`config.mk`:
```
export PLATFORM = sky130hd
export DESIGN_NAME = drv_serial_regs
export DESIGN_NICKNAME = d
export VERILOG_FILES = /design/src/rtl/drv_serial_regs.sv
export SDC_FILE = /design/constraint.sdc
export NUM_CORES = 1
export LEC_CHECK = 0
export CAP_MARGIN = 20
export CORE_MARGIN = 2
export CORE_UTILIZATION = 50
export CTS_BUF_LIST = sky130_fd_sc_hd__clkbuf_8
export DETAILED_ROUTE_END_ITERATION = 8
export HOLD_SLACK_MARGIN = 0.08
export PLACE_DENSITY_LB_ADDON = 0.1
export SYNTH_ARGS = -nofsm -noshare
export SYNTH_HDL_FRONTEND = slang
export SYNTH_SLANG_ARGS = --single-unit
```
`constraint.sdc`:
```
create_clock -name clk -period 3.2 [get_ports clk]
set_clock_uncertainty 0.05 [all_clocks]
set_input_delay 0.32 -clock clk [delete_from_list [all_inputs] [get_ports clk]]
set_output_delay 0.32 -clock clk [all_outputs]
set_load 0.02 [all_outputs]
```
`src/rtl/drv_serial_regs.sv`:
```
module drv_serial_regs #(
  parameter logic [5:0] REV_CODE = 6'h13,
  parameter int         SYNC_LEN = 2
) (
  input  logic        clk,
  input  logic        rst_n,
  input  logic        sclk,
  input  logic        csn,
  input  logic        sdi,
  output logic        sdo,
  output logic        sdo_oe,
  input  logic [17:0] ch_status,
  input  logic        dis_lvl,
  output logic [11:0] gate_mode,
  output logic [11:0] pulse_sel,
  output logic [11:0] diag2,
  output logic [17:0] ratio_sel,
  output logic [11:0] blank_off,
  output logic [11:0] blank_on,
  output logic        wr_stb,
  output logic [1:0]  wr_sel
);
  localparam int NCH = 6;
  localparam int FW  = 16;
  localparam int GRP = NCH / 2;
  localparam logic [15:0] ERR_PAR = {3'b111, 11'b01010101010, 2'b10};
  localparam logic [15:0] ERR_LEN = {3'b111, 11'b01010101010, 2'b01};

  function automatic logic [FW-1:0] seal(input logic [FW-2:0] body);
    return {body, ~^body};
  endfunction

  logic [SYNC_LEN:0]   sck_p;
  logic [SYNC_LEN-1:0] cs_p, sd_p;
  logic                cs_prev;
  logic                cs_low, sck_rise, sck_fall, cs_fall, cs_rise;

  assign cs_low   = ~cs_p[SYNC_LEN-1];
  assign sck_rise = sck_p[SYNC_LEN-1] & ~sck_p[SYNC_LEN];
  assign sck_fall = ~sck_p[SYNC_LEN-1] & sck_p[SYNC_LEN];
  assign cs_fall  = cs_low & cs_prev;
  assign cs_rise  = ~cs_low & ~cs_prev;

  always_ff @(posedge clk or negedge rst_n)
    if (!rst_n) begin
      sck_p   <= '0;
      cs_p    <= '1;
      sd_p    <= '0;
      cs_prev <= 1'b1;
    end else begin
      sck_p   <= {sck_p[SYNC_LEN-1:0], sclk};
      cs_p    <= {cs_p[SYNC_LEN-2:0], csn};
      sd_p    <= {sd_p[SYNC_LEN-2:0], sdi};
      cs_prev <= cs_p[SYNC_LEN-1];
    end

  logic [FW-1:0] rx_sh, tx_sh, resp;
  logic [3:0]    bit_cnt;
  logic          got_clk;
  logic [2:0]    rx_addr;
  logic [11:0]   rx_data;
  logic          frame_ok, par_ok;

  assign rx_addr  = rx_sh[15:13];
  assign rx_data  = rx_sh[12:1];
  assign frame_ok = got_clk & (bit_cnt == 4'd0);
  assign par_ok   = ^rx_sh;
  assign sdo_oe   = cs_low;
  assign sdo      = tx_sh[FW-1];

  logic [8:0] st_lo, st_hi;
  always_comb
    for (int b = 0; b < 3; b++)
      for (int k = 0; k < GRP; k++) begin
        st_lo[3*b+k] = ch_status[3*k+b];
        st_hi[3*b+k] = ch_status[3*(k+GRP)+b];
      end

  logic [FW-2:0] body;
  always_comb
    case (rx_addr)
      3'b100:  body = {3'b100, 2'b00, dis_lvl, st_lo};
      3'b101:  body = {3'b101, 2'b00, dis_lvl, st_hi};
      3'b110:  body = {3'b110, 6'b0, REV_CODE};
      default: body = {rx_addr, rx_data};
    endcase

  logic [NCH-1:0] c1_hit;
  for (genvar c = 0; c < NCH; c++) begin : g_sel
    assign c1_hit[c] = (rx_data[2:0] == 3'b111) || (rx_data[2:0] == 3'(c + 1));
  end

  logic [11:0] gate_q, pulse_q, diag2_q, boff_q, bon_q;
  logic [17:0] ratio_q;

  always_ff @(posedge clk or negedge rst_n)
    if (!rst_n) begin
      rx_sh   <= '0;
      tx_sh   <= '0;
      bit_cnt <= '0;
      got_clk <= 1'b0;
      resp    <= seal({3'b110, 6'b0, REV_CODE});
      gate_q  <= '0;
      pulse_q <= '0;
      diag2_q <= 12'h03F;
      ratio_q <= '0;
      boff_q  <= {NCH{2'b10}};
      bon_q   <= {NCH{2'b10}};
      wr_stb  <= 1'b0;
      wr_sel  <= '0;
    end else begin
      wr_stb <= 1'b0;
      if (cs_fall) begin
        tx_sh   <= resp;
        bit_cnt <= '0;
        got_clk <= 1'b0;
      end else if (cs_low) begin
        if (sck_rise) begin
          rx_sh   <= {rx_sh[FW-2:0], sd_p[SYNC_LEN-1]};
          bit_cnt <= bit_cnt + 4'd1;
          got_clk <= 1'b1;
        end
        if (sck_fall) tx_sh <= {tx_sh[FW-2:0], 1'b0};
      end
      if (cs_rise) begin
        if (!frame_ok)     resp <= ERR_LEN;
        else if (!par_ok)  resp <= ERR_PAR;
        else begin
          resp <= seal(body);
          if (!rx_addr[2]) begin
            wr_stb <= 1'b1;
            wr_sel <= rx_addr[1:0];
            case (rx_addr[1:0])
              2'd0: gate_q  <= rx_data;
              2'd1: pulse_q <= rx_data;
              2'd3: diag2_q <= rx_data;
              default:
                for (int c = 0; c < NCH; c++)
                  if (c1_hit[c]) begin
                    ratio_q[3*c +: 3] <= rx_data[11:9];
                    boff_q[2*c +: 2]  <= rx_data[8:7];
                    bon_q[2*c +: 2]   <= rx_data[6:5];
                  end
            endcase
          end
        end
      end
    end

  assign gate_mode = gate_q;
  assign pulse_sel = pulse_q;
  assign diag2     = diag2_q;
  assign ratio_sel = ratio_q;
  assign blank_off = boff_q;
  assign blank_on  = bon_q;
endmodule

```
# [Yosys cells after proc, flatten, opt, wreduce, memory -nomap -nowiden]
# Cells that the tools add are included.
[word_totals] inputBits=24 register_bits=142
[classes] eq_ne=13 n_reduce_logical=26 n_bitwise=12 addsub=1 mux=16
[op_table] cell="$mux 16" n=5
[op_table] cell="$pmux 15 s3" n=1
[op_table] cell="$reduce_and 6->1" n=6
[op_table] cell="$eq 3x3->1 const B" n=7
[op_table] cell="$reduce_xor 16->1" n=1
[op_table] cell="$reduce_and 5->1" n=3
[op_table] cell="$reduce_xnor 15->1" n=1
[op_table] cell="$mux 4" n=3
[op_table] cell="$mux 1" n=7
[op_table] cell="$not 1->1" n=7
[op_table] cell="$eq 3x2->1 const B" n=2
[op_table] cell="$logic_or 1x1->1" n=6
[op_table] cell="$and 1x1->1" n=5
[op_table] cell="$add 4x1->4 const B" n=1
[op_table] cell="$logic_not 4->1" n=1
[op_table] cell="$reduce_and 2->1" n=2
[op_table] cell="$reduce_and 4->1" n=1
[op_table] cell="$reduce_bool 2->1" n=2
[op_table] cell="$eq 3x1->1 const B" n=1
[op_table] cell="$reduce_and 3->1" n=1
[op_table] cell="$reduce_or 3->1" n=1
[op_table] cell="$eq 2x1->1 const B" n=1
[op_table] cell="$eq 2x2->1 const B" n=1
[op_table] cell="$logic_not 2->1" n=1
[op_table] cell="$ne 2x1->1 const B" n=1

# [Depth between registers and ports, before layout]
# Gate-level depths: netlist (run 1).
[logic_depth] depth_word=5 ltp_mapped=10 depth_no_buf=9

# [Worst setup path after synthesis (run 1)]
# OpenSTA, ideal clock, no wires.
[synth_timing] path_kind="register to register" start="register rx_sh[13]" end="register resp[0]" setup_ns=0.072 required_ns=3.078 synth_period_minus_slack_ns=2.637 setup_slack_ns=0.563 stages_incl_launch_ff=10 arrival_ns=2.515 n_path_buf=0 path_cell_list="dfrtp_1 -> inv_1 -> ha_1 -> o31ai_1 -> o21a_1 -> o221ai_1 -> xor2_1 -> xnor3_1 -> mux2_2 -> nor2_1"
[synth_via] elab_chain_cells=5 word_cells_on_any_way=8 classes_between="3 x eq/ne; 3 x mux; 2 x reduce/logical"
[synth_rtl] item="start: declaration" line_no="57" source="logic [FW-1:0] rx_sh, tx_sh, resp;"
[synth_rtl] item="start signal: assignment" line_no="119" source="rx_sh <= {rx_sh[FW-2:0], sd_p[SYNC_LEN-1]};"
[synth_rtl] item="$eq 3x3->1" line_no="81" source="case (rx_addr)"
[synth_rtl] item="$pmux 15 s3" line_no="81"
[synth_rtl] item="$reduce_xnor 15->1" line_no="30" source="return {body, ~^body};"
[synth_rtl] item="$mux 16 (*)" line_no="127" source="else if (!par_ok) resp <= ERR_PAR;"
[synth_rtl] item="$mux 16 (*)" line_no="126" source="if (!frame_ok) resp <= ERR_LEN;"
[synth_rtl] item="end signal: assignment" line_no="102" source="resp <= seal({3'b110, 6'b0, REV_CODE});"
[synth_rtl] item="end signal: assignment" line_no="129" source="resp <= seal(body);"
[synth_rtl] item="end: declaration" line_no="57"
# Mark *: on every way between the ends. The rest lies on a longest branch, timed or not.
# A chain may end at the register's enable or synchronous reset.

# [Worst setup path after layout (run 1)]
# Same ends and word-level chain as after synthesis.

==> results.cfg, run 1 <==
[global_routing]
number_of_antenna_violations_at_the_first_check_in_global_routing = 0
grt_max_degree = 68
grt_pass1_vias = 4339
grt_first_pass_wirelength_mm = 23.23
grt_overflow = 0
grt_use_total_pct = 22.83

[timing]
period_share_pct = 91.58
setup-tns-final_ps = 0
period_needed_ps = 2931
rsz0062_at_grt = no
fmax_mhz = 341.2
finalHoldWorstSlack_ps = 229.5
report.final.slew_viol_count = 0
report.final.setup_viol = 0
worst_slew_margin_rel_pct = 58.99
hold_viol_final = 0
slew_worst_pin_ps = 613.9

[synth]
synth.ff_latch_count = 142
synth_flop_cell = dfrtp_1
yosys.area_share.adder_pct = 1.174
synth_xor_area_share_pct = 3.638
netlist_instances = 474
synth_simple_gate_area_share_pct = 7.218
mappedNetlistNets = 504
yosys_warnings = 0
synth_largest_type_area_fraction_pct = 45.38
synth-edff-count = 0
synthesis.area_mm2 = 0.006396
yosysTopAreaCell = dfrtp_1
syn-mean-instance-area_um2 = 13.49
netlist-cell-type-count = 51
synthMuxAreaShare_pct = 20.83
combinational_family_with_the_most_area_after_synthesis = multiplexers
yosysSeqAreaShare_pct = 56.06
postSynth.asyncResetShare_pct = 100.0
synth_area_in_compound_gates_pct = 8.216
netlist_top_cells_area = dfrtp_1, mux2_2, dfstp_2

[floorplanning]
coreArea_mm2 = 0.01257
fp.dieArea_mm2 = 0.01371
die_x_um = 117.1
floorplan.rows = 41
io-pin-count = 107
die_height_um = 117.1
start_util_pct = 50.89

[placed_design]
numPortBuffers = 106
gp_routability_congestion = 0.8878
post-dp-hpwl_mm = 9.911
numPlacedInstances = 738

[cts]
clkSlewWorstSetupHoldPaths_ps = 80
cts-root-to-sink-buffers = 2
cts-root-buf = clkbuf_8
insertion_delay_ps = 450
tritoncts_clock_tree = done
cts-buffers-inserted = 17
clk_sink_count = 142
ctsHtreeMaxLevel = 4

[critical_path]
timing.critical_path.fanout_max = 10
cp.required_ps = 3520
crit_type = register to register
critical_path.endpoint_type = register
arrival_ps = 3250
setup.worst_path.start_class = register

[cells_and_area]
final_cell_mix = dfrtp_1, clkdlybuf4s50_1, mux2_2
final_common_cell = dfrtp_1
finish.cell_count_without_fillers = 771
drive_above_1_share_pct = 31.39
antenna_cells_inserted = 0
synthToLayoutAreaGrowth_pct = 26.96
num-nets-final = 616

[outcome]
status = complete, no violations

[pwr]
power.density_mw_per_mm2 = 545.8
ir_drop_v = 0.0004479
pwr_total_mw = 4.432
p_leak_nw = 3.769

[routing]
drt_iter0_markers = 262
post_detailed_route_count_of_antenna_violating_nets = 0
vias_per_cell = 5.346
route.detailed.drc = 0
finalWirelength_mm = 14.31
drtPass1Iterations = 4
mean_routed_wirelength_per_cell_um = 18.56
vias = 4122

[min_path]
hold_path.class = primary input to register

[run]
number_of_maximum_capacitance_constraint_violations = 0
critical path, cell delays in order (launching register included):
cell and delay, ps:
dfrtp_1 510, inv_1 130, ha_1 350, o31ai_2 480, o21a_1 200, o221ai_1 150
xor2_1 180, xnor3_1 370, mux2_2 340, nor2_1 110
cell families after synthesis:
family	count (synthesis)
AND/OR/NAND/NOR	79
multiplexers	110
flip-flops	142
XOR/XNOR	17
adder cells (fa/ha/maj)	6
buffers and inverters	38
AO/OA/AOI/OAI	82
registers in the layout, summed over array words and instances, names as in the netlist, 2 cells and up:
signal	cells
gate_mode	12
blank_off	12
blank_on	12
cs_p	2
wr_sel	2
resp	16
bit_cnt	4
sck_p	3
pulse_sel	12
diag2	12
rx_sh	16
tx_sh	16
sd_p	2
ratio_sel	18
routing by layer:
metal  vias to the layer above  track usage [%]  part of all wire, %
met1                      2073            30.75                   45
met4                         0            7.373                  1.9
met3                        26            6.694                  5.0
li1                       1907                -                    -
met2                       116            35.95                   49
met5                         -                0                    0
report_power, final:
part	total (mW)	switching [mW]	internal [mW]	leakage [nW]
logic	0.828	0.410	0.417	1.73
clock network	1.53	0.658	0.871	0.221
registers	2.08	0.111	1.96	1.82
total	4.43	1.18	3.25	3.77
repair_timing:
item / in CTS / in global routing
endpoints found under the hold margin: 36 / 0
buffers inserted: 0 / 0
endpoints found under the setup margin: 0 / 1
hold buffers: 1 / 0
resized for setup: 0 / 2
cell usage after synthesis, drive strengths merged (4+ instances only):
| cell | n |
|---|---|
| dfstp | 26 |
| nand4 | 8 |
| xnor2 | 9 |
| a21oi | 15 |
| o21ai | 29 |
| a22o | 8 |
| inv | 6 |
| xnor3 | 6 |
| mux2i | 15 |
| clkbuf | 18 |
| dfrtp | 116 |
| nor2b | 4 |
| ha | 6 |
| nor2 | 15 |
| a22oi | 8 |
| mux2 | 95 |
| buf | 14 |
| nand2 | 39 |
cell type report:
cell class              count  area [um^2]
fillers                   982         4448
flip-flops and latches    142         3586
multi-input cells         294         2640
repair buffers            125         1220
clock buffers              22        302.8
well taps                 172        215.2
clock inverters            10        133.9
inverters                   6        22.52
through the flow:
stage | utilization [%] | worst slack, ps | cell area (um^2)
after floorplan | - | 563.0 | 6396
after global placement | 61.00 | 279.5 | 7666
after detailed placement | 61.00 | 124.6 | 7666
after CTS | 64.55 | 97.56 | 8113
after global routing | 64.61 | 74.61 | 8120
final | 64.61 | 269.3 | 8120
final timing paths:
kind | start | endpoint | slack [ps] | cells after the start
setup / recovery | rx_sh[13] | resp[0] | 270 | 9
hold / removal | csn | cs_p[0] | 230 | 1
setup reg to reg | rx_sh[13] | resp[0] | 270 | 9
hold reg to reg | sd_p[0] | sd_p[1] | 300 | 0
max in group asynchronous | rst_n | blank_on[3] | 1990 | 3
min in group asynchronous | rst_n | tx_sh[3] | 320 | 2
No activity file was read; power rests on OpenSTA's default activity.
==> inputs of run 2 (changes only) <==
--- a/config.mk
+++ b/config.mk
@@ -10,7 +10,6 @@
 export CORE_UTILIZATION = 50
 export CTS_BUF_LIST = sky130_fd_sc_hd__clkbuf_8
 export DETAILED_ROUTE_END_ITERATION = 8
-export HOLD_SLACK_MARGIN = 0.08
 export PLACE_DENSITY_LB_ADDON = 0.1
 export SYNTH_ARGS = -nofsm -noshare
 export SYNTH_HDL_FRONTEND = slang
==> results of run 2 <==
Final layout, timing and power as in run 1 (identical DEF).
==> inputs of run 3 (changes only) <==
==> constraint.sdc (replaced) <==
create_clock -name clk -period 2.6 [get_ports clk]
set_clock_uncertainty 0.05 [all_clocks]
set_input_delay 0.26 -clock clk [delete_from_list [all_inputs] [get_ports clk]]
set_output_delay 0.26 -clock clk [all_outputs]
set_load 0.02 [all_outputs]
==> run 3 against run 2 <==
Register-to-register slack got worse by 240 ps. Highest routed layer unchanged. Cell count is 3.5% higher. Hold slack got worse by 61 ps. Power is 26% higher. Largest power group unchanged. Critical path type unchanged. Via count is 0.80% higher. Critical endpoint is now wr_sel[0]. First-iteration DRC count shrank 7.3%.
==> results.cfg, run 3 (synthesis results as in run 1) <==
[global_routing]
grt_overflow = 0
grt_use_total_pct = 23.21
grt_first_pass_wirelength_mm = 23.51
grt_max_degree = 79
grt_pass1_vias = 4369
number_of_antenna_violations_at_the_first_check_in_global_routing = 0

[cts]
cts-buffers-inserted = 17
tritoncts_clock_tree = done
cts-root-to-sink-buffers = 2
insertion_delay_ps = 440
ctsHtreeMaxLevel = 4
cts-root-buf = clkbuf_8
clk_sink_count = 142
clkSlewWorstSetupHoldPaths_ps = 70

[routing]
wire_length_on_met1_mm = 6.809
highest-signal-layer = met4
route.detailed.drc = 0
post_detailed_route_count_of_antenna_violating_nets = 0
mean_routed_wirelength_per_cell_um = 18.70
vias_per_cell = 5.207
route.met2.wl_mm = 7.288
met3RoutedLength_um = 679
finalWirelength_mm = 14.93
drt_iter0_markers = 243
vias = 4155
drtPass1Iterations = 4

[pwr]
p_leak_nw = 3.908
clockPowerShare_pct = 33.2
netSwitchingFraction_pct = 27.62
net-switching-power_mw = 1.538
seq_power_share_pct = 45.8
share_of_power_burned_in_combinational_logic_pct = 20.9
ir_drop_v = 0.0005310
p_int_mw = 4.032
pwr_total_mw = 5.570
power.density_mw_per_mm2 = 658.4

[cells_and_area]
final-seq-area_mm2 = 0.003587
largest_reg_flops = 18
drive_above_1_share_pct = 37.06
synthToLayoutAreaGrowth_pct = 32.26
antenna_cells_inserted = 0
fin_area_mm2 = 0.008459
final_common_cell = dfrtp_1
num-nets-final = 643
finish.cell_count_without_fillers = 798
final_cell_mix = dfrtp_1, clkdlybuf4s50_1, mux2_2
filler_cells_inserted = 945
area_of_combinational_cells_with_multiple_inputs_mm2 = 0.002783

[critical_path]
slowest_delay_ps = 430
crit_chain = xnor2_2 > xnor3_1 > xnor3_2 > nor3b_4 > buf_6 > buf_4 > mux2_2
r2r_end = wr_sel[0]
crit_path_start = rx_sh[0]
slowest_stage = xnor3_2
setup.worst_path.start_class = register
path_delay_family = XOR/XNOR gates
timing.critical_path.fanout_max = 6
worst-r2r-setup-slack_ps = 30
crit_type = register to register
timing.rr.start = rx_sh[0]
cp.buffers_inverters = 2
cp.required_ps = 2880
r2r_cells = 7
critical_path.endpoint_type = register
arrival_ps = 2850

[floorplanning]
die_x_um = 117.1
coreArea_mm2 = 0.01257
floorplan.rows = 41
fp.dieArea_mm2 = 0.01371
io-pin-count = 107
start_util_pct = 50.89
die_height_um = 117.1

[run]
number_of_maximum_capacitance_constraint_violations = 0

[timing]
rsz0062_at_grt = yes
fmax_mhz = 389.5
setup_ws_post_layout_ps = 32.72
worst_slew_margin_rel_pct = 52.06
period_share_pct = 98.74
report.final.slew_viol_count = 0
period_needed_ps = 2567
report.final.setup_viol = 0
slew_worst_pin_ps = 719.0
hold_viol_final = 0

[placed_design]
numPlacedInstances = 759
placed_area_mm2 = 0.007829
pre_cts_slack_ps = -118.6
gp_routability_congestion = 0.8263
numPortBuffers = 106
post-dp-hpwl_mm = 10.19

[min_path]
worstHoldEndpoint = cs_p[0]
hold-path-cell-count = 1
hold_path.class = primary input to register
hold_start = csn

[outcome]
status = complete, no violations
[run 3: layout make-up]
class                           count  share of cell area (%)
Sequential cell                   142                   42.40
Multi-Input combinational cell    295                   32.89
Inverter                            6                  0.2662
Timing Repair Buffer              151                   16.86
Clock buffer                       19                   3.091
Clock inverter                     13                   1.938
Tap cell                          172                   2.544
[run 3: how the worst max path moves through the flow]
stage	to	slack, ps	cells after the start
after floorplan	resp[0]	60	10
after global placement	resp[0]	-6	10
after detailed placement	resp[0]	-120	11
after CTS	gate_mode[0]	-20	7
after global routing	blank_on[0]	-60	7
final	wr_sel[0]	30	7
[run 3: power groups by stage]
stage / combinational (mW) / clock (mW) / sequential, mW
3_3_place_gp: 1.05 / 0 / 2.58
2_1_floorplan: 0.700 / 0 / 2.58
3_5_place_dp: 1.07 / 0 / 2.58
4_1_cts: 1.08 / 1.90 / 2.54
5_1_grt: 1.27 / 1.99 / 2.57
6_report: 1.17 / 1.85 / 2.55
[run 3: through the flow]
| step | util, % | hold WS (ps) | TNS, ps |
|---|---|---|---|
| final | 67.31 | 168.9 | 0 |
| after global routing | 67.31 | 147.5 | -1103 |
| after CTS | 66.00 | 138.6 | -120.2 |
| after detailed placement | 62.29 | 288.9 | -121.6 |
| after global placement | 62.29 | 282.7 | -6.200 |
| after floorplan | - | -85.59 | 0 |
[run 3: repair_timing]
item | in CTS | in global routing
hold endpoints to repair | 64 | 0
gates cloned | 0 | 1
endpoints found under the setup margin | 16 | 79
pin swaps | 0 | 8
hold buffers | 1 | 0
resized for setup | 4 | 24
buffers inserted | 2 | 3
[run 3: layer usage]
layer	vias up	track usage (%)
met3	10	6.849
met4	0	6.902
met5	-	0
li1	1980	-
met2	86	36.18
met1	2079	31.81
